`src/rtl/lss_pkg.sv`:
```
package lss_pkg;
    typedef enum logic {
        STD_A = 1'b0,
        STD_B = 1'b1
    } std_e;

    typedef enum logic [1:0] {
        ST_SEARCH  = 2'd0,
        ST_LOCKED  = 2'd1,
        ST_HOLDOFF = 2'd2
    } lss_state_e;

    function automatic std_e other_std(input std_e s);
        return (s == STD_A) ? STD_B : STD_A;
    endfunction
endpackage

```
`src/rtl/lss_timer.sv`:
```
module lss_timer #(
    parameter int CNT_W = 8
) (
    input  logic             clk,
    input  logic             rst,
    input  logic             clr,
    input  logic             inc,
    input  logic [CNT_W-1:0] limit,
    output logic             expire
);
    localparam int EXT_W = CNT_W + 1;

    logic [CNT_W-1:0] count;
    logic [EXT_W-1:0] next_ext;

    assign next_ext = {1'b0, count} + EXT_W'(1);
    assign expire   = inc && (next_ext >= {1'b0, limit});

    always_ff @(posedge clk) begin
        if (rst || clr || expire) begin
            count <= '0;
        end else if (inc) begin
            count <= next_ext[CNT_W-1:0];
        end
    end
endmodule

```
`src/rtl/lss_fsm.sv`:
```
module lss_fsm
    import lss_pkg::*;
(
    input  logic       clk,
    input  logic       rst,
    input  logic       tick,
    input  logic       lock_in,
    input  logic       force_en,
    input  std_e       force_std,
    input  logic       dwell_exp,
    input  logic       hold_exp,
    output logic       dwell_clr,
    output logic       hold_clr,
    output logic       tick_q,
    output std_e       std_q,
    output lss_state_e state_q
);
    lss_state_e state_d;
    std_e       std_d;

    assign tick_q    = tick && !force_en;
    assign dwell_clr = force_en || lock_in || (state_q != ST_SEARCH);
    assign hold_clr  = force_en || lock_in || (state_q != ST_HOLDOFF);

    always_comb begin
        state_d = state_q;
        std_d   = std_q;
        if (force_en) begin
            std_d   = force_std;
            state_d = lock_in ? ST_LOCKED : ST_SEARCH;
        end else begin
            unique case (state_q)
                ST_SEARCH: begin
                    if (lock_in) begin
                        state_d = ST_LOCKED;
                    end else if (dwell_exp) begin
                        std_d = other_std(std_q);
                    end
                end
                ST_LOCKED: begin
                    if (!lock_in) state_d = ST_HOLDOFF;
                end
                ST_HOLDOFF: begin
                    if (lock_in) begin
                        state_d = ST_LOCKED;
                    end else if (hold_exp) begin
                        state_d = ST_SEARCH;
                    end
                end
                default: state_d = ST_SEARCH;
            endcase
        end
    end

    always_ff @(posedge clk) begin
        if (rst) begin
            state_q <= ST_SEARCH;
            std_q   <= STD_A;
        end else begin
            state_q <= state_d;
            std_q   <= std_d;
        end
    end
endmodule

```
`src/rtl/lock_search_ctrl.sv`:
```
module lock_search_ctrl
    import lss_pkg::*;
#(
    parameter int CNT_W = 8
) (
    input  logic             clk,
    input  logic             rst,
    input  logic             tick,
    input  logic             lock_in,
    input  logic             force_en,
    input  logic             force_std,
    input  logic             xtal_sel_reg,
    input  logic             synth_mode_reg,
    input  logic [CNT_W-1:0] dwell_ticks,
    input  logic [CNT_W-1:0] holdoff_ticks,
    output logic             std_sel,
    output logic             xtal_sel,
    output logic             ext_vcxo,
    output logic             locked
);
    logic       dwell_exp, hold_exp, dwell_clr, hold_clr, tick_q;
    std_e       std_q;
    lss_state_e state_q;

    lss_fsm u_fsm (
        .clk       (clk),
        .rst       (rst),
        .tick      (tick),
        .lock_in   (lock_in),
        .force_en  (force_en),
        .force_std (std_e'(force_std)),
        .dwell_exp (dwell_exp),
        .hold_exp  (hold_exp),
        .dwell_clr (dwell_clr),
        .hold_clr  (hold_clr),
        .tick_q    (tick_q),
        .std_q     (std_q),
        .state_q   (state_q)
    );

    lss_timer #(.CNT_W(CNT_W)) u_dwell (
        .clk    (clk),
        .rst    (rst),
        .clr    (dwell_clr),
        .inc    (tick_q && !dwell_clr),
        .limit  (dwell_ticks),
        .expire (dwell_exp)
    );

    lss_timer #(.CNT_W(CNT_W)) u_hold (
        .clk    (clk),
        .rst    (rst),
        .clr    (hold_clr),
        .inc    (tick_q && !hold_clr),
        .limit  (holdoff_ticks),
        .expire (hold_exp)
    );

    always_ff @(posedge clk) begin
        if (rst) begin
            xtal_sel <= 1'b0;
            ext_vcxo <= 1'b0;
        end else begin
            xtal_sel <= xtal_sel_reg;
            ext_vcxo <= synth_mode_reg;
        end
    end

    assign std_sel = std_q;
    assign locked  = (state_q == ST_LOCKED);
endmodule

```
`config.mk`:
```
export PLATFORM = sky130hd
export DESIGN_NAME = lock_search_ctrl
export DESIGN_NICKNAME = d
export VERILOG_FILES = /design/src/rtl/lss_pkg.sv /design/src/rtl/lss_timer.sv /design/src/rtl/lss_fsm.sv /design/src/rtl/lock_search_ctrl.sv
export SDC_FILE = /design/constraint.sdc
export NUM_CORES = 1
export LEC_CHECK = 0
export BUFFER_PORTS_ARGS = -buffer_cell sky130_fd_sc_hd__buf_4
export CORE_MARGIN = 2
export CORE_UTILIZATION = 59
export CTS_CLUSTER_SIZE = 8
export DETAILED_ROUTE_END_ITERATION = 10
export PLACE_DENSITY_LB_ADDON = 0.1
export SLEW_MARGIN = 20
export SYNTH_ARGS = -nofsm -noshare
export SYNTH_HDL_FRONTEND = slang
export SYNTH_SLANG_ARGS = --single-unit
export TNS_END_PERCENT = 1
```
`constraint.sdc`:
```
create_clock -name clk -period 7.6 [get_ports clk]
set_input_delay 0.76 -clock clk [delete_from_list [all_inputs] [get_ports clk]]
set_output_delay 0.76 -clock clk [all_outputs]
set_load 0.01 [all_outputs]
```
-- Yosys cells after proc, flatten, opt, wreduce, memory -nomap -nowiden
Index checks and enable logic that the tools add are counted.
- output and inout port bits: 4
- logic and storage cells: 50
- memory bits (writable): 0
- register bits: 21
- latch bits: 0
- bits in read-only memories: 0
- memories: 0
- reductions and logical operators: 21
- multiplexer cells: 12
- $lt $le $gt $ge: 2
- eq/ne operators: 7
- add/subtract/negate cells: 2
- shift operators: 0
- multipliers: 0
- div/mod/pow operators: 0
- bitwise logic cells: 0
- operators by type and width (kind ; number):
    $add A8 B1 Y9 const B ; 2
    $ge A9 B8 Y1 ; 2
    $mux W2 ; 5
    $logic_or A1 B1 Y1 ; 7
    $mux W1 ; 6
    $ne A3 B3 Y1 const B ; 2
    $pmux W2 S3 ; 1
    $reduce_and A3 Y1 ; 2
    $reduce_bool A2 Y1 ; 3
    $logic_and A1 B1 Y1 ; 5
    $ne A4 B3 Y1 const B ; 1
    $logic_not A1 Y1 ; 3
    $eq A2 B1 Y1 const B ; 1
    $eq A2 B2 Y1 const B ; 1
    $logic_not A2 Y1 ; 1
    $ne A2 B1 Y1 const B ; 1
    $ne A2 B2 Y1 const B ; 1

-- Logic depth before layout (Yosys ltp)
- word-level depth: 9
- depth in mapped cells: 11
- gate-level depth less buffers: 10

-- Cells and area by module
From an unflattened synthesis, not the netlist that was laid out.
- cell total of the unflattened synthesis: 187
- area, all modules: 1586.5 um^2
- modules (own cells, without submodules) (module ; area each (um^2) ; instances ; cells an instance):
    lss_timer ; 670.6 ; 2 ; 81
    lss_fsm ; 158.9 ; 1 ; 18
    lock_search_ctrl ; 86.3 ; 1 ; 7

-- Least setup slack after synthesis
OpenSTA, ideal clock, no wires.
- path kind: register -> register
- start point: register u_dwell.count[0]
- end point: register u_dwell.count[0]
- path buffers: 0
- setup time: 0.088 ns
- slack: 5.018 ns
- stages on the path, launching flop included: 10
- required time: 7.512 ns
- data arrival time: 2.494 ns
- path through: dfxtp_1 -> ha_1 -> nand3_1 -> nor2_1 -> xor2_1 -> ha_1 -> and3_1 -> a221oi_1 -> nand3b_1 -> o31ai_1
- word-level cells in the longest chain between the ends: 4
- ends and longest elaborated chain (item ; line ; RTL):
    start: declaration ; lss_timer.sv:13 ; logic [CNT_W-1:0] count;
    start signal: assignment ; lss_timer.sv:23 ; count <= next_ext[CNT_W-1:0];
    $add A8 B1 Y9 ; lss_timer.sv:16 ; assign next_ext = {1'b0, count} + EXT_W'(1);
    via u_dwell.next_ext[6] ; lss_timer.sv:14 ; logic [EXT_W-1:0] next_ext;
    $ge A9 B8 Y1 ; lss_timer.sv:17 ; assign expire = inc && (next_ext >= {1'b0, limit});
    $logic_and A1 B1 Y1 ; lss_timer.sv:17 ;
    $logic_or A1 B1 Y1 ; lss_timer.sv:20 ; if (rst || clr || expire) begin
The timed path passes the listed nets, and every way through them passes these cells.
A chain may end at the register's enable or synchronous reset.

-- Final worst setup path
Same ends and word-level chain as after synthesis.

==> summary.txt <==
Die
  – Row count: 18
  – Die X: 54.5 µm
  – Die area: 2970 µm²
  – DIE HEIGHT: 54.5 µm
  – IO Pins: 28
  – Initial Utilization: 0.613
  – Core area: 2450 µm²

Place
  – Post-DP Area: 1720 µm²
  – DP Cell Count: 233
  – I/O Buffers: 27
  – Final HPWL DP: 2330 µm
  – Final GP Congestion: 0.851

Clock network
  – CTS tree: built
  – Post_cts resized: 0
  – CTS Hold Buffers Added: 0
  – Clk_lat worst skew: 300 ps
  – Htree depth: 1
  – Clock sink count: 21
  – Root Buffer Master: clkbuf_4
  – Inserted Clock Buffers: 3
  – Clock Tree Buf Depth: 2
  – Reg clk slew, reported paths: 110 ps
  – Setup bufs post-CTS: 0

Route
  – Vias per std cell: 5.65
  – Iteration-0 DRC Markers: 7
  – Vias after detailed routing: 1338
  – DRT Wirelength: 2830 µm
  – Routed Antenna Nets: 0
  – Remaining DRCs: 0
  – 1st-pass router iterations: 4
  – Routed len/inst: 11.9 µm

Yosys
  – Ys Warns: 0
  – Post-Syn Area: 1510 µm²
  – Complex-gate fraction of the synthesized area: 0.154
  – Register area share after synthesis: 0.279
  – Synth Area in XOR/XNOR: 0.111
  – Top_reg_cell synth: dfxtp_1
  – Largest family of logic cells by synthesized area: simple AND/OR/NAND/NOR gates
  – Fraction of registers with async set/reset: 0
  – Mux cell area share after synthesis: 0.00665
  – Distinct cells, synth: 37
  – Synth Net Count: 224
  – Post-Syn Instances: 182
  – Simple-Gate Fraction of Synth Area: 0.235
  – Yosys reg bits: 21
  – Post-synth EDFFs: 0
  – Post-synthesis adder-cell area fraction: 0.150
  – Syn avg cell area: 8.27 µm²

Setup path
  – Crit end category: register
  – WP data required: 7820 ps
  – Worst Path Arrival: 3370 ps
  – Critical path class: reg -> reg
  – CP max FO: 7
  – CP startpoint kind: register

GRT
  – Initial antenna violation count: 0
  – Number of global-route vias before repair: 1279
  – Largest net degree at the start of global routing: 13
  – Total gr overflow: 0
  – First-pass GRT wire length: 4720 µm
  – GRT Resource Usage Total: 0.217

Timing
  – Hold Vio Cnt, Final: 0
  – Fin Setup TNS: 0 ps
  – Max Fclk: 0.318 GHz
  – Fin crit share: 0.414
  – # setup viols final: 0
  – RSZ-0062 raised after global routing: no
  – Max-slew headroom: 0.457
  – Skew final: 2.81 ps
  – Actual slew at the worst max-slew pin: 814 ps
  – Post-layout minimum cycle time: 3140 ps
  – Fin. max-slew vios: 0

Hold path
  – Min-delay worst type: reg -> reg

Finish
  – Layout area overhead: 15.8%
  – Fillers: 220
  – Post-route insts no fill: 237
  – Leading cell type in the layout, fill and taps excluded: buf_4
  – Layout cells sized above 1: 0.198
  – Most frequent cells in the layout: 27 x buf_4, 21 x dfxtp_1, 18 x inv_1, 18 x ha_1, 17 x nand2_1
  – Largest regs: u_dwell.count: 8 flops, u_hold.count: 8 flops, u_fsm.state_q: 2 flops
  – Finished Cell Area: 1740 µm²
  – Ant diodes: 0
  – Nets: 250

Status
  – Status: completed

Power
  – Leakage: 0.803 nW
  – Cell Pwr Density: 109 nW/µm²
  – Worst VDD drop: 110 µV

Run
  – # Max-Cap Violations: 0
## path summary, 6_finish.rpt
kind	startpoint	to	slack (ps)	depth (start not counted)
max	u_dwell.count[0]$_SDFFE_PP0P_	u_dwell.count[0]$_SDFFE_PP0P_	4460	9
min	u_dwell.count[7]$_SDFFE_PP0P_	u_dwell.count[7]$_SDFFE_PP0P_	500	2
min reg2reg	u_dwell.count[7]$_SDFFE_PP0P_	u_dwell.count[7]$_SDFFE_PP0P_	500	2
max reg2reg	u_dwell.count[0]$_SDFFE_PP0P_	u_dwell.count[0]$_SDFFE_PP0P_	4460	9
## cell families (layout without fill, tap and decap cells)
family	Yosys count	after routing
simple gates	67	67
compound gates	32	32
buf+inv	24	49
flops	21	21
xor+xnor	19	19
fa+ha+maj	18	18
mux	1	1
## worst max-delay path, cell delays in order, from the launching register on
cell and delay [ps]:
dfxtp_1 420, ha_1 240, nand3_1 190, nor2_1 180, xor2_1 200, ha_1 270
and3_1 190, a221oi_1 720, nand3b_1 380, o31ai_1 280
## report_power, final
part / switching, mW / internal (mW) / total [mW] / leakage (nW)
clock: 0.0339 / 0.0196 / 0.0535 / 0.0177
combinational: 0.0103 / 0.0139 / 0.0242 / 0.615
sequential: 0.00103 / 0.112 / 0.113 / 0.170
## cells in the mapped netlist, types with 2 or more instances
| library cell | number | share of area |
|---|---|---|
| and3_1 | 6 | 0.025 |
| nor2_1 | 4 | 0.010 |
| a31oi_1 | 2 | 0.0083 |
| nand4_1 | 2 | 0.0083 |
| xor2_1 | 12 | 0.070 |
| dfxtp_1 | 21 | 0.28 |
| a21o_1 | 3 | 0.015 |
| clkbuf_1 | 5 | 0.012 |
| nor3_1 | 4 | 0.013 |
| nand3_1 | 16 | 0.053 |
| ha_1 | 18 | 0.15 |
| o21ai_1 | 5 | 0.017 |
| a21oi_2 | 8 | 0.047 |
| a211oi_1 | 2 | 0.010 |
| or3_1 | 2 | 0.0083 |
| a21oi_1 | 3 | 0.010 |
| or4_1 | 2 | 0.010 |
| nand2b_1 | 2 | 0.0083 |
| nand3b_1 | 2 | 0.010 |
| inv_1 | 18 | 0.045 |
| xnor2_1 | 7 | 0.041 |
| nor2b_1 | 7 | 0.029 |
| nand2_1 | 17 | 0.042 |
## metal layers
metal  routed length (µm)  up-vias  part of all wire  global-route usage
met3                   63        6             0.022              0.0301
met4                   51        0             0.018              0.0917
met1                 1140      623              0.40               0.199
li1                     -      687                 -                   -
met2                 1570       22              0.56               0.456
met5                    0        -                 0                   0
## per-stage QoR
step	hold slack, ps	total power, mW	utilization	setup slack (ps)
after global placement	464	0.138	0.699	4740
after global routing	537	0.199	0.710	4190
after detailed placement	485	0.140	0.699	4500
after floorplan	454	0.125	-	5020
after CTS	504	0.192	0.710	4490
final	504	0.190	0.710	4460
## area by class of cell
cell class              count  area [µm²]  area share
repair buffers             27         203       0.116
multi-input cells         137         987       0.566
well taps                  30        37.5      0.0215
clock buffers               3        22.5      0.0129
inverters                  18        67.6      0.0388
flip-flops and latches     21         420       0.241
clock inverters             1        5.00     0.00287
(Power assumes the default switching activity.)
